==> config.mk <==
export PLATFORM = sky130hd
export DESIGN_NAME = rstctl_top
export DESIGN_NICKNAME = d
export VERILOG_FILES = /design/src/rtl/rstctl_pkg.sv /design/src/rtl/rstctl_pinflt.sv /design/src/rtl/rstctl_stretch.sv /design/src/rtl/rstctl_porflag.sv /design/src/rtl/rstctl_top.sv
export SDC_FILE = /design/constraint.sdc
export NUM_CORES = 1
export LEC_CHECK = 0
export BUFFER_PORTS_ARGS = -buffer_cell sky130_fd_sc_hd__buf_2
export CAP_MARGIN = 0
export CORE_MARGIN = 2
export CORE_UTILIZATION = 35
export CTS_BUF_LIST = sky130_fd_sc_hd__clkbuf_16
export DETAILED_ROUTE_END_ITERATION = 6
export PLACE_DENSITY = 0.57
export SYNTH_ARGS = -nofsm -noshare
export SYNTH_HDL_FRONTEND = slang
export SYNTH_SLANG_ARGS = --single-unit
==> constraint.sdc <==
create_clock -name clk -period 1.75 [get_ports clk]
set_input_delay 0 -clock clk [delete_from_list [all_inputs] [get_ports clk]]
set_output_delay 0 -clock clk [all_outputs]
set_load 0.005 [all_outputs]
==> src/rtl/rstctl_pkg.sv <==
package rstctl_pkg;

    typedef struct packed {
        logic por;
        logic pin;
        logic wdt;
    } src_vec_t;

    function automatic logic any_src(input src_vec_t s);
        return s.por | s.pin | s.wdt;
    endfunction

endpackage

==> src/rtl/rstctl_pinflt.sv <==
module rstctl_pinflt #(
    parameter int FILT_LEN = 4
) (
    input  logic clk,
    input  logic por_req,
    input  logic pin_raw,
    input  logic pin_en,
    output logic pin_trip,
    output logic pin_din
);
    localparam int CW = $clog2(FILT_LEN + 1);

    typedef struct packed {
        logic          s1;
        logic          s2;
        logic [CW-1:0] cnt;
        logic          trip;
    } flt_state_t;

    flt_state_t st_d, st_q;

    always_comb begin
        st_d    = st_q;
        st_d.s1 = pin_raw;
        st_d.s2 = st_q.s1;
        if (por_req) begin
            st_d.s1   = 1'b1;
            st_d.s2   = 1'b1;
            st_d.cnt  = '0;
            st_d.trip = 1'b0;
        end else if (!pin_en || st_q.s2) begin
            st_d.cnt  = '0;
            st_d.trip = 1'b0;
        end else begin
            if (st_q.cnt != CW'(FILT_LEN)) begin
                st_d.cnt = st_q.cnt + CW'(1);
            end
            st_d.trip = (st_d.cnt == CW'(FILT_LEN));
        end
    end

    always_ff @(posedge clk) begin
        st_q <= st_d;
    end

    assign pin_trip = st_q.trip;
    assign pin_din  = pin_en ? 1'b1 : st_q.s2;

    assert_trip_needs_run_R2 : assert property (@(posedge clk) disable iff (por_req)
        $rose(st_q.trip) |-> $past(st_q.cnt == CW'(FILT_LEN - 1)));

    assert_disabled_no_trip_R3 : assert property (@(posedge clk) disable iff (por_req)
        !pin_en |=> !st_q.trip);

endmodule

==> src/rtl/rstctl_stretch.sv <==
module rstctl_stretch #(
    parameter int LEN = 8
) (
    input  logic clk,
    input  logic por_req,
    input  logic trig,
    output logic active
);
    localparam int WW = $clog2(LEN + 1);

    typedef struct packed {
        logic [WW-1:0] cnt;
    } str_state_t;

    str_state_t st_d, st_q;

    always_comb begin
        st_d = st_q;
        if (por_req) begin
            st_d.cnt = '0;
        end else if (trig) begin
            st_d.cnt = WW'(LEN);
        end else if (st_q.cnt != '0) begin
            st_d.cnt = st_q.cnt - WW'(1);
        end
    end

    always_ff @(posedge clk) begin
        st_q <= st_d;
    end

    assign active = (st_q.cnt != '0);

    assert_wdt_loads_R8 : assert property (@(posedge clk) disable iff (por_req)
        trig |=> active);

endmodule

==> src/rtl/rstctl_porflag.sv <==
module rstctl_porflag (
    input  logic clk,
    input  logic por_req,
    input  logic sw_wr,
    input  logic sw_wdata,
    output logic flag
);
    typedef struct packed {
        logic flag;
    } flag_state_t;

    flag_state_t st_d, st_q;

    always_comb begin
        st_d = st_q;
        if (por_req) begin
            st_d.flag = 1'b0;
        end else if (sw_wr) begin
            st_d.flag = sw_wdata;
        end
    end

    always_ff @(posedge clk) begin
        st_q <= st_d;
    end

    assign flag = st_q.flag;

    assert_por_clears_R4 : assert property (@(posedge clk) disable iff (por_req)
        $fell(por_req) |-> !flag);

    assert_flag_holds_R5 : assert property (@(posedge clk) disable iff (por_req)
        !sw_wr |=> $stable(flag));

    assert_sw_write_R6 : assert property (@(posedge clk) disable iff (por_req)
        sw_wr |=> (flag == $past(sw_wdata)));

endmodule

==> src/rtl/rstctl_top.sv <==
module rstctl_top #(
    parameter int FILT_LEN = 4,
    parameter int WDT_LEN  = 8,
    parameter int REL_LEN  = 2
) (
    input  logic clk,
    input  logic por_req,
    input  logic pin_raw,
    input  logic pin_en,
    input  logic wdt_req,
    input  logic cond_ok,
    input  logic sw_wr,
    input  logic sw_wdata,
    output logic sys_rst,
    output logic pin_din,
    output logic por_flag
);
    import rstctl_pkg::*;

    localparam int RW = $clog2(REL_LEN + 1);

    typedef struct packed {
        logic          hold;
        logic [RW-1:0] rcnt;
        logic          rst;
    } top_state_t;

    top_state_t st_d, st_q;
    logic       pin_trip;
    logic       wdt_act;
    logic       active;
    src_vec_t   src;

    rstctl_pinflt #(.FILT_LEN(FILT_LEN)) i_pinflt (
        .clk      (clk),
        .por_req  (por_req),
        .pin_raw  (pin_raw),
        .pin_en   (pin_en),
        .pin_trip (pin_trip),
        .pin_din  (pin_din)
    );

    rstctl_stretch #(.LEN(WDT_LEN)) i_wdt_stretch (
        .clk     (clk),
        .por_req (por_req),
        .trig    (wdt_req),
        .active  (wdt_act)
    );

    rstctl_porflag i_porflag (
        .clk      (clk),
        .por_req  (por_req),
        .sw_wr    (sw_wr),
        .sw_wdata (sw_wdata),
        .flag     (por_flag)
    );

    always_comb begin
        src.por = st_q.hold;
        src.pin = pin_trip;
        src.wdt = wdt_act;
        active  = any_src(src) | por_req;

        st_d      = st_q;
        st_d.hold = por_req | (st_q.hold & ~cond_ok);
        if (active) begin
            st_d.rcnt = RW'(REL_LEN);
        end else if (st_q.rcnt != '0) begin
            st_d.rcnt = st_q.rcnt - RW'(1);
        end
        st_d.rst = active | (st_q.rcnt != '0);
    end

    always_ff @(posedge clk) begin
        st_q <= st_d;
    end

    assign sys_rst = st_q.rst;

    assert_pin_resets_R1 : assert property (@(posedge clk) disable iff (por_req)
        pin_trip |=> sys_rst);

    assert_hold_keeps_rst_R7 : assert property (@(posedge clk) disable iff (por_req)
        st_q.hold |=> sys_rst);

    assert_release_gap_R9 : assert property (@(posedge clk) disable iff (por_req)
        $fell(sys_rst) |-> (!$past(active) && !$past(active, 2)));

endmodule

==> flow_summary_export.csv, run 1 <==
group,metric,value,unit
run_status,status,"completed",
die,die_x,47.3,um
synthesis,synth_area_leaders,"dfxtp_1, ha_1, nor2_1",
grt,grt_max_degree,11,
synthesis,syn_area,656,um^2
synthesis,ys_seq_elements,15,
hold_path,hold_class,"in -> reg",
clock_network,cts_num_sinks,15,
critical_path,critPathSlowestCell,"or3b_1",
timing,rsz0062_at_grt,"false",
timing,fin_crit,1.51,ns
grt,grt_pass1_vias,476,
route,vias_per_cell,4.44,
timing,tns,0,ns
synthesis,synth_area_leader_cell,"dfxtp_1",
cells_and_area,num_antenna_cells,0,
route,routed-wl-met3,42,um
timing,setup_violations,0,
timing,max_slew_margin,83.1,%
die,rows,15,
critical_path,path_cells,"inv_1, ha_1, or3b_1, a2111oi_2",
route,dr.pass1.iters,1,
timing,clock.fmax,660,MHz
critical_path,path_delay_family,"simple AND/OR/NAND/NOR gates",
place,hpwlAfterDp,734,um
timing,drv_slew,0,
route,top_layer,"met4",
critical_path,crit_cells,4,
route,totalWireLength,1020,um
route,wl_met1,494,um
route,via_count,484,
synthesis,synth_top_area_share,45.8,%
critical_path,path_max_fanout,5,
critical_path,arrival,1.66,ns
clock_network,cts-root-buf,"clkbuf_16",
timing,whs,0.00819,ns
critical_path,cp.buffers_inverters,1,
critical_path,endpoint_kind,"flop",
clock_network,post_cts_buffers,0,
synthesis,syn_area_per_cell,9.64,um^2
cells_and_area,final_cell_mix,"dfxtp_1, buf_2, inv_1, nor2_1",
place,port_buffers,10,
power_and_ir_drop,power.leakage,0.351,nW
synthesis,synth_warnings,0,
route,drt_iter0_markers,0,
cells_and_area,syn2layout_area_growth,28.2,%
run,cap_violations,0,
power_and_ir_drop,power.total,0.000969,W
cells_and_area,layout-drive-gt1-share,22.6,%
place,routabilityCongestion,0.729,
route,drc,0,
cells_and_area,final_common_cell,"dfxtp_1",
timing,fin_worst_skew,0.00114,ns
grt,grt_first_pass_wirelength,1840,um
clock_network,cts_buffers,3,
synthesis,yosysSeqAreaShare,45.8,%
critical_path,critical_path_class,"reg -> reg",
cells_and_area,fillers,173,
critical_path,slowest_delay,0.47,ns
route,route.met2.wl,443,um
die,core,1750,um^2
cells_and_area,finalNetCount,98,
die,ios,11,
die,die_y,47.3,um
critical_path,required,1.89,ns
timing,timing.final.crit_share,86.6,%
die,initial_core_util,37.6,%
clock_network,path_clk_slew,0.05,ns
critical_path,crit_path_start_kind,"flop",
critical_path,regToRegSetupSlack,0.24,ns
cells_and_area,fin_util,48.2,%
synthesis,netlist_instances,68,
timing,worst_slew_pin_slew,0.254,ns
power_and_ir_drop,p_per_area,1150,nW/um^2
die,die_area,2240,um^2
clock_network,ctsLongestPathBuffers,2,
power_and_ir_drop,vdd_drop_max,583,uV
clock_network,insertion_delay,0.24,ns
grt,antenna_found_initial,0,
route,wl_per_cell,9.37,um
grt,gr-total-overflow,0,
clock_network,cts_tree,"yes",
synthesis,yosysUniqueCellTypes,25,
synthesis,syn-num-nets,81,
clock_network,htree_levels,1,
route,ant_nets,0,
hold_path,whs_path_depth,3,
timing,hold_violations,0,
grt,grtUsageTotal,12.3,%
critical_path,reg2reg_depth,4,
through the flow:
stage / cell area, um^2 / std cells / setup slack (ns)
floorplan: 656 / 68 / 0.316
finish: 841 / 109 / 0.235
detailed placement: 722 / 101 / 0.235
CTS: 841 / 109 / 0.226
global placement: 722 / 101 / 0.278
global route: 841 / 109 / 0.0529
power by group:
group          total, W  internal (W)  switching [W]  leakage, nW
clock network  0.000435      0.000302       0.000133       0.0423
registers      0.000387      0.000369      0.0000179        0.123
logic          0.000148     0.0000733      0.0000748        0.186
Yosys cell counts (all sizes together):
cell type,n
a21o,1
a211oi,1
dfxtp,15
a311oi,1
nand2,5
xor2,1
nor3,5
and2,1
mux2,1
mux2i,1
inv,7
a2111oi,1
nand3b,1
a21oi,1
nor4,1
nand3,2
buf,1
nor3b,1
or3b,1
ha,5
or2,3
xnor2,2
nor2,8
and3,1
clkbuf,1
repair_timing:
action	4_1_cts	5_1_grt
hold endpoints to repair	6	0
resized for setup	0	0
hold buffers	4	0
logic make-up after synthesis:
kind of cell / share of synthesized area [%]
flops: 45.8
simple gates: 24.4
xor+xnor: 4.01
mux: 3.24
buf+inv: 6.30
fa+ha+maj: 9.54
compound gates: 6.68
metal layers:
layer,GRT usage (%),vias to the layer above
met4,11.7,0
li1,-,257
met5,0,-
met2,18.1,11
met3,3.46,5
met1,14.2,211
flip-flops by register name (all words and copies together), names as in the netlist:
name                count
st_q                    2
i_porflag.flag          1
i_wdt_stretch.st_q      4
src                     1
i_pinflt.pin_trip       1
sys_rst                 1
i_pinflt.st_q           5
final timing paths:
check,startpoint,endpoint
setup / recovery,i_wdt_stretch.st_q[0],i_wdt_stretch.st_q[1]
hold / removal,sw_wr,i_porflag.flag
setup reg to reg,i_wdt_stretch.st_q[0],i_wdt_stretch.st_q[1]
hold reg to reg,i_pinflt.st_q[5],i_pinflt.st_q[4]
final cells by class:
| type | count | area, um^2 | share of cell area [%] |
|---|---|---|---|
| multi-input combinational | 44 | 314 | 37.4 |
| clock inverter | 1 | 3.75 | 0.446 |
| inverter | 7 | 26.3 | 3.13 |
| clock buffer | 3 | 75.1 | 8.93 |
| tap | 25 | 31.3 | 3.72 |
| sequential | 15 | 300 | 35.7 |
| timing repair buffer | 14 | 90.1 | 10.7 |
worst register-to-register path: stages, from the launching register on:
cell and delay [ns]:
dfxtp_1 0.33, inv_1 0.09, ha_1 0.15, or3b_1 0.47
a2111oi_2 0.37
Note: power is estimated with default switching activity, not from simulation.
==> run 2, diff against run 1 <==
--- a/config.mk
+++ b/config.mk
@@ -5,6 +5,7 @@
 export SDC_FILE = /design/constraint.sdc
 export NUM_CORES = 1
 export LEC_CHECK = 0
+export ABC_AREA = 1
 export BUFFER_PORTS_ARGS = -buffer_cell sky130_fd_sc_hd__buf_2
 export CAP_MARGIN = 0
 export CORE_MARGIN = 2
==> flow_summary_export.csv, run 2 <==
group,metric,value,unit
route,drt_iter0_markers,8,
timing,hold_violations,0,
clock_network,ctsResizeCount,0,
cells_and_area,fillers,182,
power_and_ir_drop,power.leakage,0.401,nW
place,pre_cts_ws,0.603,ns
critical_path,cp.buffers_inverters,3,
cells_and_area,syn2layout_area_growth,29.6,%
route,dr.pass1.iters,4,
clock_network,ctsLongestPathBuffers,2,
critical_path,path_max_fanout,2,
critical_path,slowest_delay,0.54,ns
timing,tns,0,ns
synthesis,synthTopCellsByCount,"dfxtp_1, nand2_1, inv_1",
timing,setup_violations,0,
die,die_area,2300,um^2
grt,antenna_found_initial,0,
synthesis,synth_ff_type,"dfxtp_1",
cells_and_area,final_common_cell,"dfxtp_1",
route,via_count,522,
synthesis,syn_area_per_cell,8.34,um^2
place,hpwlAfterDp,790,um
hold_path,hold_class,"in -> reg",
cells_and_area,top_register,"i_pinflt.st_q",
critical_path,required,1.88,ns
critical_path,crit_path_start_kind,"input port",
place,port_buffers,10,
place,routabilityCongestion,0.719,
cells_and_area,layout-drive-gt1-share,26.3,%
timing,max_slew_margin,86.9,%
cells_and_area,final_cell_mix,"dfxtp_1, inv_1, nand2_1",
power_and_ir_drop,sw_frac_of_total,22.5,%
clock_network,cts_buffers,3,
power_and_ir_drop,p_per_area,1060,nW/um^2
synthesis,netlist_instances,81,
timing,worst_slew_pin_slew,0.195,ns
run_status,status,"completed",
critical_path,critPathSlowestCell,"dlygate4sd3_1",
route,wl_per_cell,8.39,um
die,core,1760,um^2
die,ios,11,
route,totalWireLength,1040,um
timing,drv_slew,0,
grt,grt_pass1_vias,453,
die,rows,15,
route,vias_per_cell,4.21,
synthesis,synth_warnings,0,
synthesis,synth_most_common_cell,"dfxtp_1",
synthesis,yosysSeqAreaShare,44.4,%
route,drc,0,
cells_and_area,reg_top3,"i_pinflt.st_q (5), i_wdt_stretch.st_q (4), st_q (2)",
power_and_ir_drop,clockPowerShare,46.0,%
synthesis,synthArstFlopShare,0,%
synthesis,yosysUniqueCellTypes,21,
power_and_ir_drop,vdd_drop_max,465,uV
clock_network,cts_tree,"yes",
cells_and_area,largest_reg_flops,5,
run,cap_violations,0,
clock_network,path_clk_slew,0.05,ns
synthesis,synth_top_area_share,44.4,%
timing,rsz0062_at_grt,"false",
critical_path,path_delay_family,"buffers and inverters",
die,die_x,47.9,um
timing,timing.final.crit_share,69.8,%
critical_path,critical_path_class,"in -> reg",
die,initial_core_util,38.3,%
clock_network,htree_levels,1,
synthesis,syn-num-nets,94,
synthesis,ys_seq_elements,15,
critical_path,path_cells,"dlygate4sd3_1, buf_2, o21ai_1, a21oi_1, dlygate4sd3_1",
timing,clock.fmax,818,MHz
grt,grt_max_degree,9,
clock_network,cts-root-buf,"clkbuf_16",
timing,fin_worst_skew,0.00298,ns
grt,grt_first_pass_wirelength,1810,um
route,ant_nets,0,
die,die_y,47.9,um
timing,fin_ws,0.528,ns
critical_path,arrival,1.35,ns
grt,gr-total-overflow,0,
critical_path,crit_top_cell,"dlygate4sd3_1",
power_and_ir_drop,p_comb_share,13.5,%
power_and_ir_drop,p_int,0.000721,W
synthesis,synth_area_leader_cell,"dfxtp_1",
synthesis,syn_area,676,um^2
clock_network,insertion_delay,0.24,ns
synthesis,synth_area_leaders,"dfxtp_1, ha_1, nand2_1",
cells_and_area,num_antenna_cells,0,
power_and_ir_drop,power_frac_seq,40.5,%
clock_network,cts_num_sinks,15,
synthesis,synth_edf_count,0,
power_and_ir_drop,netSwitchingPower,0.000209,W
grt,grtUsageTotal,11.7,%
critical_path,endpoint_kind,"flop",
cells_and_area,finalNetCount,113,
timing,fin_crit,1.22,ns
==> run 2: worst paths after layout <==
path / from / end / slack (ns) / depth (start not counted)
max: sw_wr / i_porflag.flag / 0.53 / 5
min: por_req / i_pinflt.st_q[5] / 0.03 / 2
max reg2reg: i_wdt_stretch.st_q[0] / st_q[1] / 0.60 / 6
min reg2reg: i_pinflt.st_q[5] / i_pinflt.st_q[4] / 0.40 / 1
==> run 2: cell type report <==
type | count | area [um^2] | share of cell area (%)
multi-input combinational | 52 | 323 | 36.9
sequential | 15 | 300 | 34.3
timing repair buffer | 14 | 90.1 | 10.3
clock buffer | 3 | 75.1 | 8.57
inverter | 14 | 52.6 | 6.00
tap | 25 | 31.3 | 3.57
clock inverter | 1 | 3.75 | 0.429
==> run 2: per-stage QoR <==
stage / std cells / hold slack (ns) / util, % / instance area, um^2 / power, W
after CTS: 124 / 0.0292 / 49.6 / 876 / 0.000945
after floorplan: 81 / 0.0854 / - / 676 / 0.000474
after detailed placement: 116 / 0.182 / 42.9 / 757 / 0.000501
final: 124 / 0.0279 / 49.6 / 876 / 0.000929
after global placement: 116 / 0.178 / 42.9 / 757 / 0.000499
after global routing: 124 / 0.0423 / 49.6 / 876 / 0.000976
==> run 2: metal layers <==
metal	routed length, um	track usage (%)
met3	48	3.40
met4	23	8.11
met2	459	17.6
met1	509	14.4
met5	0	0
==> run 2: kinds of logic (layout without fill, tap and decap cells) <==
logic type	Yosys count	after routing	synth area share, %
compound gates	7	7	6.85
xor+xnor	1	1	1.30
fa+ha+maj	5	5	9.26
buf+inv	14	32	7.78
flops	15	15	44.4
simple gates	39	39	30.4
==> run 2: power by group through the flow <==
stage / Sequential [W] / Combinational (W) / Clock (W)
floorplan: 0.000380 / 0.0000938 / 0
global placement: 0.000382 / 0.000117 / 0
detailed placement: 0.000382 / 0.000119 / 0
CTS: 0.000376 / 0.000127 / 0.000442
global route: 0.000378 / 0.000145 / 0.000453
finish: 0.000377 / 0.000125 / 0.000428
==> run 2: repair_timing <==
action | in CTS | in global routing
hold buffers | 4 | 0
setup buffers | 0 | 0
hold endpoints to repair | 3 | 0
==> run 2: worst reg2reg max path: stages, from the launching register on <==
cell and delay [ns]:
dfxtp_1 0.31, inv_1 0.13, ha_1 0.24, nand2_2 0.08, nor2_4 0.14, nand2_1 0.09
a21oi_2 0.10
